==> src/rtl/mmio_pin_pkg.sv <==
package mmio_pin_pkg;

  typedef enum logic [1:0] {
    DIR_NONE     = 2'd0,
    DIR_OUT_HIGH = 2'd1,
    DIR_IN_HIGH  = 2'd2
  } dir_mode_e;

  localparam int unsigned OFS_DATA = 0;
  localparam int unsigned OFS_SET  = 1;
  localparam int unsigned OFS_CLR  = 2;
  localparam int unsigned OFS_DIR  = 3;

endpackage

==> src/rtl/mmio_pin_sync.sv <==
module mmio_pin_sync #(
  parameter int unsigned WIDTH = 32
) (
  input  logic             clk,
  input  logic             rst_n,
  input  logic [WIDTH-1:0] async_in,
  output logic [WIDTH-1:0] sync_out
);

  logic [WIDTH-1:0] stage1_q;
  logic [WIDTH-1:0] stage2_q;

  always_ff @(posedge clk or negedge rst_n) begin
    if (!rst_n) begin
      stage1_q <= '0;
      stage2_q <= '0;
    end else begin
      stage1_q <= async_in;
      stage2_q <= stage1_q;
    end
  end

  assign sync_out = stage2_q;

endmodule

==> src/rtl/mmio_pin_latch.sv <==
module mmio_pin_latch #(
  parameter int unsigned WIDTH     = 32,
  parameter bit          SETCLR_EN = 1'b1
) (
  input  logic             clk,
  input  logic             rst_n,
  input  logic             wr_set,
  input  logic             wr_clr,
  input  logic [WIDTH-1:0] wdata,
  output logic [WIDTH-1:0] latch_q
);

  logic [WIDTH-1:0] latch_d;
  logic             latch_en;

  generate
    if (SETCLR_EN) begin : g_setclr
      always_comb begin
        latch_d = latch_q;
        if (wr_set) latch_d = latch_d | wdata;
        if (wr_clr) latch_d = latch_d & ~wdata;
      end
      assign latch_en = wr_set | wr_clr;
    end else begin : g_single
      always_comb begin
        latch_d = wdata;
      end
      assign latch_en = wr_set;
    end
  endgenerate

  always_ff @(posedge clk or negedge rst_n) begin
    if (!rst_n) begin
      latch_q <= '0;
    end else if (latch_en) begin
      latch_q <= latch_d;
    end
  end

endmodule

==> src/rtl/mmio_pin_dir.sv <==
module mmio_pin_dir #(
  parameter int unsigned             WIDTH    = 32,
  parameter mmio_pin_pkg::dir_mode_e DIR_MODE = mmio_pin_pkg::DIR_OUT_HIGH
) (
  input  logic             clk,
  input  logic             rst_n,
  input  logic             wr_dir,
  input  logic [WIDTH-1:0] wdata,
  output logic [WIDTH-1:0] dir_q,
  output logic [WIDTH-1:0] oe_reg
);

  generate
    if (DIR_MODE == mmio_pin_pkg::DIR_NONE) begin : g_bidir
      assign dir_q  = '0;
      assign oe_reg = '1;
    end else begin : g_reg
      localparam logic [WIDTH-1:0] RST_VAL =
        (DIR_MODE == mmio_pin_pkg::DIR_IN_HIGH) ? '1 : '0;
      logic [WIDTH-1:0] dir_r;
      logic [WIDTH-1:0] dir_d;

      always_comb begin
        dir_d = wdata;
      end

      always_ff @(posedge clk or negedge rst_n) begin
        if (!rst_n) begin
          dir_r <= RST_VAL;
        end else if (wr_dir) begin
          dir_r <= dir_d;
        end
      end

      assign dir_q = dir_r;
      if (DIR_MODE == mmio_pin_pkg::DIR_IN_HIGH) begin : g_inv
        assign oe_reg = ~dir_r;
      end else begin : g_pass
        assign oe_reg = dir_r;
      end
    end
  endgenerate

endmodule

==> src/rtl/mmio_pin_swizzle.sv <==
module mmio_pin_swizzle #(
  parameter int unsigned WIDTH   = 32,
  parameter bit          REVERSE = 1'b0
) (
  input  logic [WIDTH-1:0] vec_in,
  output logic [WIDTH-1:0] vec_out
);

  generate
    for (genvar i = 0; i < WIDTH; i++) begin : g_bit
      if (REVERSE) begin : g_rev
        assign vec_out[i] = vec_in[WIDTH-1-i];
      end else begin : g_fwd
        assign vec_out[i] = vec_in[i];
      end
    end
  endgenerate

endmodule

==> src/rtl/mmio_pin_bank.sv <==
module mmio_pin_bank #(
  parameter int unsigned             WIDTH       = 32,
  parameter int unsigned             ADDR_W      = 3,
  parameter bit                      SETCLR_EN   = 1'b1,
  parameter mmio_pin_pkg::dir_mode_e DIR_MODE    = mmio_pin_pkg::DIR_OUT_HIGH,
  parameter bit                      BIT_REVERSE = 1'b0
) (
  input  logic              clk,
  input  logic              rst_n,
  input  logic [ADDR_W-1:0] bus_addr,
  input  logic              bus_we,
  input  logic [WIDTH-1:0]  bus_wdata,
  output logic [WIDTH-1:0]  bus_rdata,
  output logic [WIDTH-1:0]  pad_out,
  output logic [WIDTH-1:0]  pad_oe,
  input  logic [WIDTH-1:0]  pad_in
);

  localparam logic [ADDR_W-1:0] A_DATA = ADDR_W'(mmio_pin_pkg::OFS_DATA);
  localparam logic [ADDR_W-1:0] A_SET  = ADDR_W'(mmio_pin_pkg::OFS_SET);
  localparam logic [ADDR_W-1:0] A_CLR  = ADDR_W'(mmio_pin_pkg::OFS_CLR);
  localparam logic [ADDR_W-1:0] A_DIR  = ADDR_W'(mmio_pin_pkg::OFS_DIR);

  logic [1:0]       rst_pipe_q;
  logic             rst_sync_n;
  logic             wr_set;
  logic             wr_clr;
  logic             wr_dir;
  logic [WIDTH-1:0] latch_q;
  logic [WIDTH-1:0] dir_q;
  logic [WIDTH-1:0] oe_reg;
  logic [WIDTH-1:0] pins_sync;
  logic [WIDTH-1:0] pins_reg;

  // Reset asserts at once and releases two edges later.
  always_ff @(posedge clk or negedge rst_n) begin
    if (!rst_n) begin
      rst_pipe_q <= 2'b00;
    end else begin
      rst_pipe_q <= {rst_pipe_q[0], 1'b1};
    end
  end
  assign rst_sync_n = rst_pipe_q[1];

  always_comb begin
    wr_set = bus_we && (bus_addr == A_SET);
    wr_clr = bus_we && (bus_addr == A_CLR);
    wr_dir = bus_we && (bus_addr == A_DIR);
  end

  mmio_pin_latch #(.WIDTH(WIDTH), .SETCLR_EN(SETCLR_EN)) latch_i (
    .clk     (clk),
    .rst_n   (rst_sync_n),
    .wr_set  (wr_set),
    .wr_clr  (wr_clr),
    .wdata   (bus_wdata),
    .latch_q (latch_q)
  );

  mmio_pin_dir #(.WIDTH(WIDTH), .DIR_MODE(DIR_MODE)) dir_i (
    .clk    (clk),
    .rst_n  (rst_sync_n),
    .wr_dir (wr_dir),
    .wdata  (bus_wdata),
    .dir_q  (dir_q),
    .oe_reg (oe_reg)
  );

  mmio_pin_sync #(.WIDTH(WIDTH)) sync_i (
    .clk      (clk),
    .rst_n    (rst_sync_n),
    .async_in (pad_in),
    .sync_out (pins_sync)
  );

  mmio_pin_swizzle #(.WIDTH(WIDTH), .REVERSE(BIT_REVERSE)) swz_out_i (
    .vec_in  (latch_q),
    .vec_out (pad_out)
  );

  mmio_pin_swizzle #(.WIDTH(WIDTH), .REVERSE(BIT_REVERSE)) swz_oe_i (
    .vec_in  (oe_reg),
    .vec_out (pad_oe)
  );

  mmio_pin_swizzle #(.WIDTH(WIDTH), .REVERSE(BIT_REVERSE)) swz_in_i (
    .vec_in  (pins_sync),
    .vec_out (pins_reg)
  );

  always_comb begin
    if (bus_addr == A_DATA) begin
      bus_rdata = pins_reg;
    end else if (bus_addr == A_SET) begin
      bus_rdata = latch_q;
    end else if (bus_addr == A_DIR) begin
      bus_rdata = dir_q;
    end else begin
      bus_rdata = '0;
    end
  end

endmodule

==> config.mk <==
export PLATFORM = sky130hd
export DESIGN_NAME = mmio_pin_bank
export DESIGN_NICKNAME = d
export VERILOG_FILES = /design/src/rtl/mmio_pin_pkg.sv /design/src/rtl/mmio_pin_sync.sv /design/src/rtl/mmio_pin_latch.sv /design/src/rtl/mmio_pin_dir.sv /design/src/rtl/mmio_pin_swizzle.sv /design/src/rtl/mmio_pin_bank.sv
export SDC_FILE = /design/constraint.sdc
export NUM_CORES = 1
export LEC_CHECK = 0
export ABC_AREA = 1
export BUFFER_PORTS_ARGS = -buffer_cell sky130_fd_sc_hd__buf_2
export CAP_MARGIN = 0
export CORE_ASPECT_RATIO = 0.75
export CORE_MARGIN = 4
export CORE_UTILIZATION = 45
export DETAILED_ROUTE_END_ITERATION = 8
export GPL_TIMING_DRIVEN = 0
export PLACE_DENSITY = 0.72
export SYNTH_ARGS = -nofsm -noshare
export SYNTH_HDL_FRONTEND = slang
export SYNTH_SLANG_ARGS = --single-unit
==> constraint.sdc <==
create_clock -name clk -period 9.9 [get_ports clk]
set_input_delay 1.485 -clock clk [delete_from_list [all_inputs] [get_ports clk]]
set_output_delay 1.485 -clock clk [all_outputs]
set_load 0.01 [all_outputs]
After elaboration in Yosys (flattened, before gate mapping)
Index checks and enable logic that the tools add are counted.

storage, ports and cells
  bits in registers = 130
  input port bits = 70
  output and inout port bits = 96

cells by class
  equality and inequality tests = 3
  mux-type cells = 5
  bitwise gates (word level) = 4
  reduce and logical (&&, ||, !) cells = 4

operator list
  operator              count
  $mux W32              5
  $and A32 B32 Y32      1
  $not A32 Y32          1
  $or A32 B32 Y32       1
  $eq A3 B2 Y1 const B  2
  $eq A3 B1 Y1 const B  1
  $logic_and A1 B1 Y1   3
  $logic_not A3 Y1      1
  $or A1 B1 Y1          1

Longest topological paths before layout
  depth after elaboration = 5
  mapped depth = 7
  mapped depth without buffers = 6

Hierarchy
Synthesis repeated with hierarchy kept, for this count alone.

unflattened totals
  cells, all modules = 726
  area total of the unflattened synthesis = 6387.4 µm²

by module, submodules not included
  module            times used  cells each  area each (µm²)  sequential area each (µm²)
  mmio_pin_sync     1           64          1601.5           1601.5
  mmio_pin_latch    1           230         1570.3           800.8
  mmio_pin_dir      1           168         1532.7           800.8
  mmio_pin_bank     1           168         962.2            50.0
  mmio_pin_swizzle  3           32          240.2            0.0

Least setup slack after synthesis
OpenSTA, ideal clock, no wires.

  path type = input -> output
  start point = input bus_addr[0]
  end point = output bus_rdata[10]
  data arrival time = 2.231 ns
  path slack = 6.184 ns
  stages on the path = 4
  path buffers = 1
  path through = nor3_2 > clkbuf_1 > nand2_1 > o211ai_1

between the ends
  longest elaborated chain between the ends = 4
  elaborated cells between the ends (all ways) = 6

ends and longest elaborated chain
  what             line                 RTL
  start, declared  mmio_pin_bank.sv:10  input logic [ADDR_W-1:0] bus_addr,
  $eq A3 B2 Y1     mmio_pin_bank.sv:96  end else if (bus_addr == A_DIR) begin
  $mux W32         mmio_pin_bank.sv:96
  $mux W32         mmio_pin_bank.sv:94  end else if (bus_addr == A_SET) begin
  $mux W32 (*)     mmio_pin_bank.sv:92  if (bus_addr == A_DATA) begin
  end, declared    mmio_pin_bank.sv:13  output logic [WIDTH-1:0] bus_rdata,

Mark *: on every way between the ends. The rest lies on a longest branch, timed or not.

Worst setup path after layout
  start point = input bus_addr[0]
  end point = output bus_rdata[17]

Same word-level chain as after synthesis.

==> results.toml <==
[critical_path]
path_depth = 6
cp_slowest_stage_delay_ns = 0.54
end_kind = "output port"
start_kind = "primary input"
crit_top_cell = "buf_2"
worstRegToRegCells = 2
path_class = "primary input to output port"
path_cells = "buf_2 -> nor3_2 -> clkbuf_1 -> nand2_1 -> o211ai_1 -> buf_2"
arrival_ns = 2.93
crit_required_ns = 8.42
critPathMaxFanout = 10
path_buf_inv = 3
cp_slowest_cell = "clkbuf_1"
cp_top_family = "buffers and inverters"

[sta]
fin_ws_ns = 5.49
finalSetupViolations = 0
min_period_ns = 4.41
hold_viol = 0
max-slew-margin-rel_pct = 57.5
fmax_mhz = 227
skew_ns = 0.0154
tightest_slew_ns = 0.637
min_period_over_period_pct = 44.6
rsz0062_at_grt = "no"
slew_viol_final = 0
fin_setup_tns_ns = 0

[power_and_ir_drop]
powerDensity_nw_per_um2 = 230
p_leak_nw = 3.45
power.total_mw = 1.56
ir_worst_vdd_mv = 0.124

[floorplan]
core_sq_um = 11000
start_util_pct = 46.4
die_y_um = 100
die_w_um = 131
dieArea_sq_um = 13100
core.rowCount = 33
pin_count = 166

[job]
cap_violations = 0

[place]
postPlaceCellArea_sq_um = 6150
globalplace.congestion = 0.827
io_buffers = 164
hpwlAfterDp_um = 10200
place_ws_ns = 5.52

[global_route]
gr-total-overflow = 0
grt_max_degree = 58
grt_pass1_vias = 4530
antenna_found_initial = 1
track_usage_pct = 23.1
grt_first_pass_wirelength_um = 23100

[route]
vias = 4407
drtIter0Drc = 419
ant_nets = 0
drc = 0
wl_per_cell_um = 17.1
via_per_inst = 5.12
first_pass_iters = 5
drt_wl_total_um = 14700

[synthesis]
avgSynthCellArea_sq_um = 9.73
yosysUniqueCellTypes = 19
synth-seq-cells = 130
synth_fp_nets = 594
netlist_instances = 524
synth_edf_count = 0
ys.flop_type = "dfrtp_1"
yosysSeqAreaShare_pct = 63.8
synth_area_sq_um = 5100
ys_warn_count = 0
async_reset_ff_share_pct = 100

[cts]
clk_path_buf_depth = 2
cts_tree = "done"
post_cts.repair.setup_buffers = 0
clock_latency_ns = 0.42
cts_inserted_buffers = 17
h-tree-depth = 4
clk_pin_slew_ns = 0.06
ctsHoldBuffers = 0
cts_sinks = 130
cts.repair.resized = 0
cts-root-buf = "clkbuf_16"

[hold_path]
hold_class = "flip-flop to async pin"

[layout]
final_common_cell = "buf_2"
diodes = 0
layout_common_cells = "buf_2, dfrtp_1, inv_1, nand2_1"
nNetsFinal = 779
drive_gt1_share_pct = 30.0
syn2layout_area_growth_pct = 33.0
stdcell_area_sq_um = 6780

[run_status]
status = "finished clean"
-- kinds of logic (layout without fill, tap and decap cells) --
kind of cell / count (synthesis) / after routing / synth area share (%)
flops: 130 / 130 / 63.8
buf+inv: 131 / 328 / 10.2
simple gates: 166 / 166 / 15.0
other cells: 1 / 1 / 0.0735
compound gates: 96 / 96 / 11.0
-- layout make-up --
type,count,area (sq um)
fillers,925,4200
flip-flops and latches,130,3260
multi-input cells,263,1330
repair buffers,166,876
clock buffers,22,474
inverters,99,372
well taps,140,175
clock inverters,9,155
plain buffers,32,148
-- routing by layer --
layer  part of all wire [%]  wire length, um  global-route usage [%]  vias up
li1                       -                -                       -     2067
met1                     44             6490                    31.2     2094
met2                     46             6710                    35.0      219
met3                    8.0             1180                    6.54       25
met4                    2.0              301                    10.1        2
met5                  0.048                7                       0        -
-- cells in the mapped netlist (2+ instances only) --
master | number | area [sq um]
dfrtp_1 | 130 | 3250
inv_1 | 97 | 364
nand2_1 | 64 | 240
nand3_1 | 33 | 165
nor2_1 | 33 | 124
a21oi_1 | 32 | 160
nand4_1 | 32 | 200
o211ai_1 | 32 | 240
o21ai_1 | 30 | 150
clkbuf_1 | 18 | 67.6
buf_2 | 10 | 50.1
buf_4 | 4 | 30.0
inv_2 | 2 | 7.51
o21ai_0 | 2 | 10.0
-- where the power goes --
group          switching (mW)  leakage [nW]  internal (mW)
Sequential             0.0480          1.52          0.602
Combinational           0.149          1.63         0.0983
Clock                   0.223         0.306          0.440
Total                   0.420          3.45           1.14
-- path summary, 6_finish.rpt --
check	endpoint	slack (ns)	startpoint
worst max register to register	async pin	8.82	rst_pipe_q[1]$_DFF_PN0_
worst min-delay path	sync_i.stage1_q[31]$_DFF_PN0_	0.21	rst_pipe_q[1]$_DFF_PN0_
min in group clk	sync_i.sync_out[19]$_DFF_PN0_	0.34	sync_i.stage1_q[19]$_DFF_PN0_
worst min register to register	sync_i.stage1_q[31]$_DFF_PN0_	0.21	rst_pipe_q[1]$_DFF_PN0_
worst max-delay path	bus_rdata[17]	5.49	bus_addr[0]
max in group asynchronous	async pin	8.82	rst_pipe_q[1]$_DFF_PN0_
-- per-stage QoR --
step / util (%) / instances / hold WS, ns
floorplan: - / 524 / 0.331
global placement: 55.5 / 828 / 0.332
finish: 61.8 / 861 / 0.206
detailed placement: 56.0 / 830 / 0.212
CTS: 61.8 / 861 / 0.216
global route: 61.8 / 861 / 0.230
Note: power is estimated with default switching activity, not from simulation.
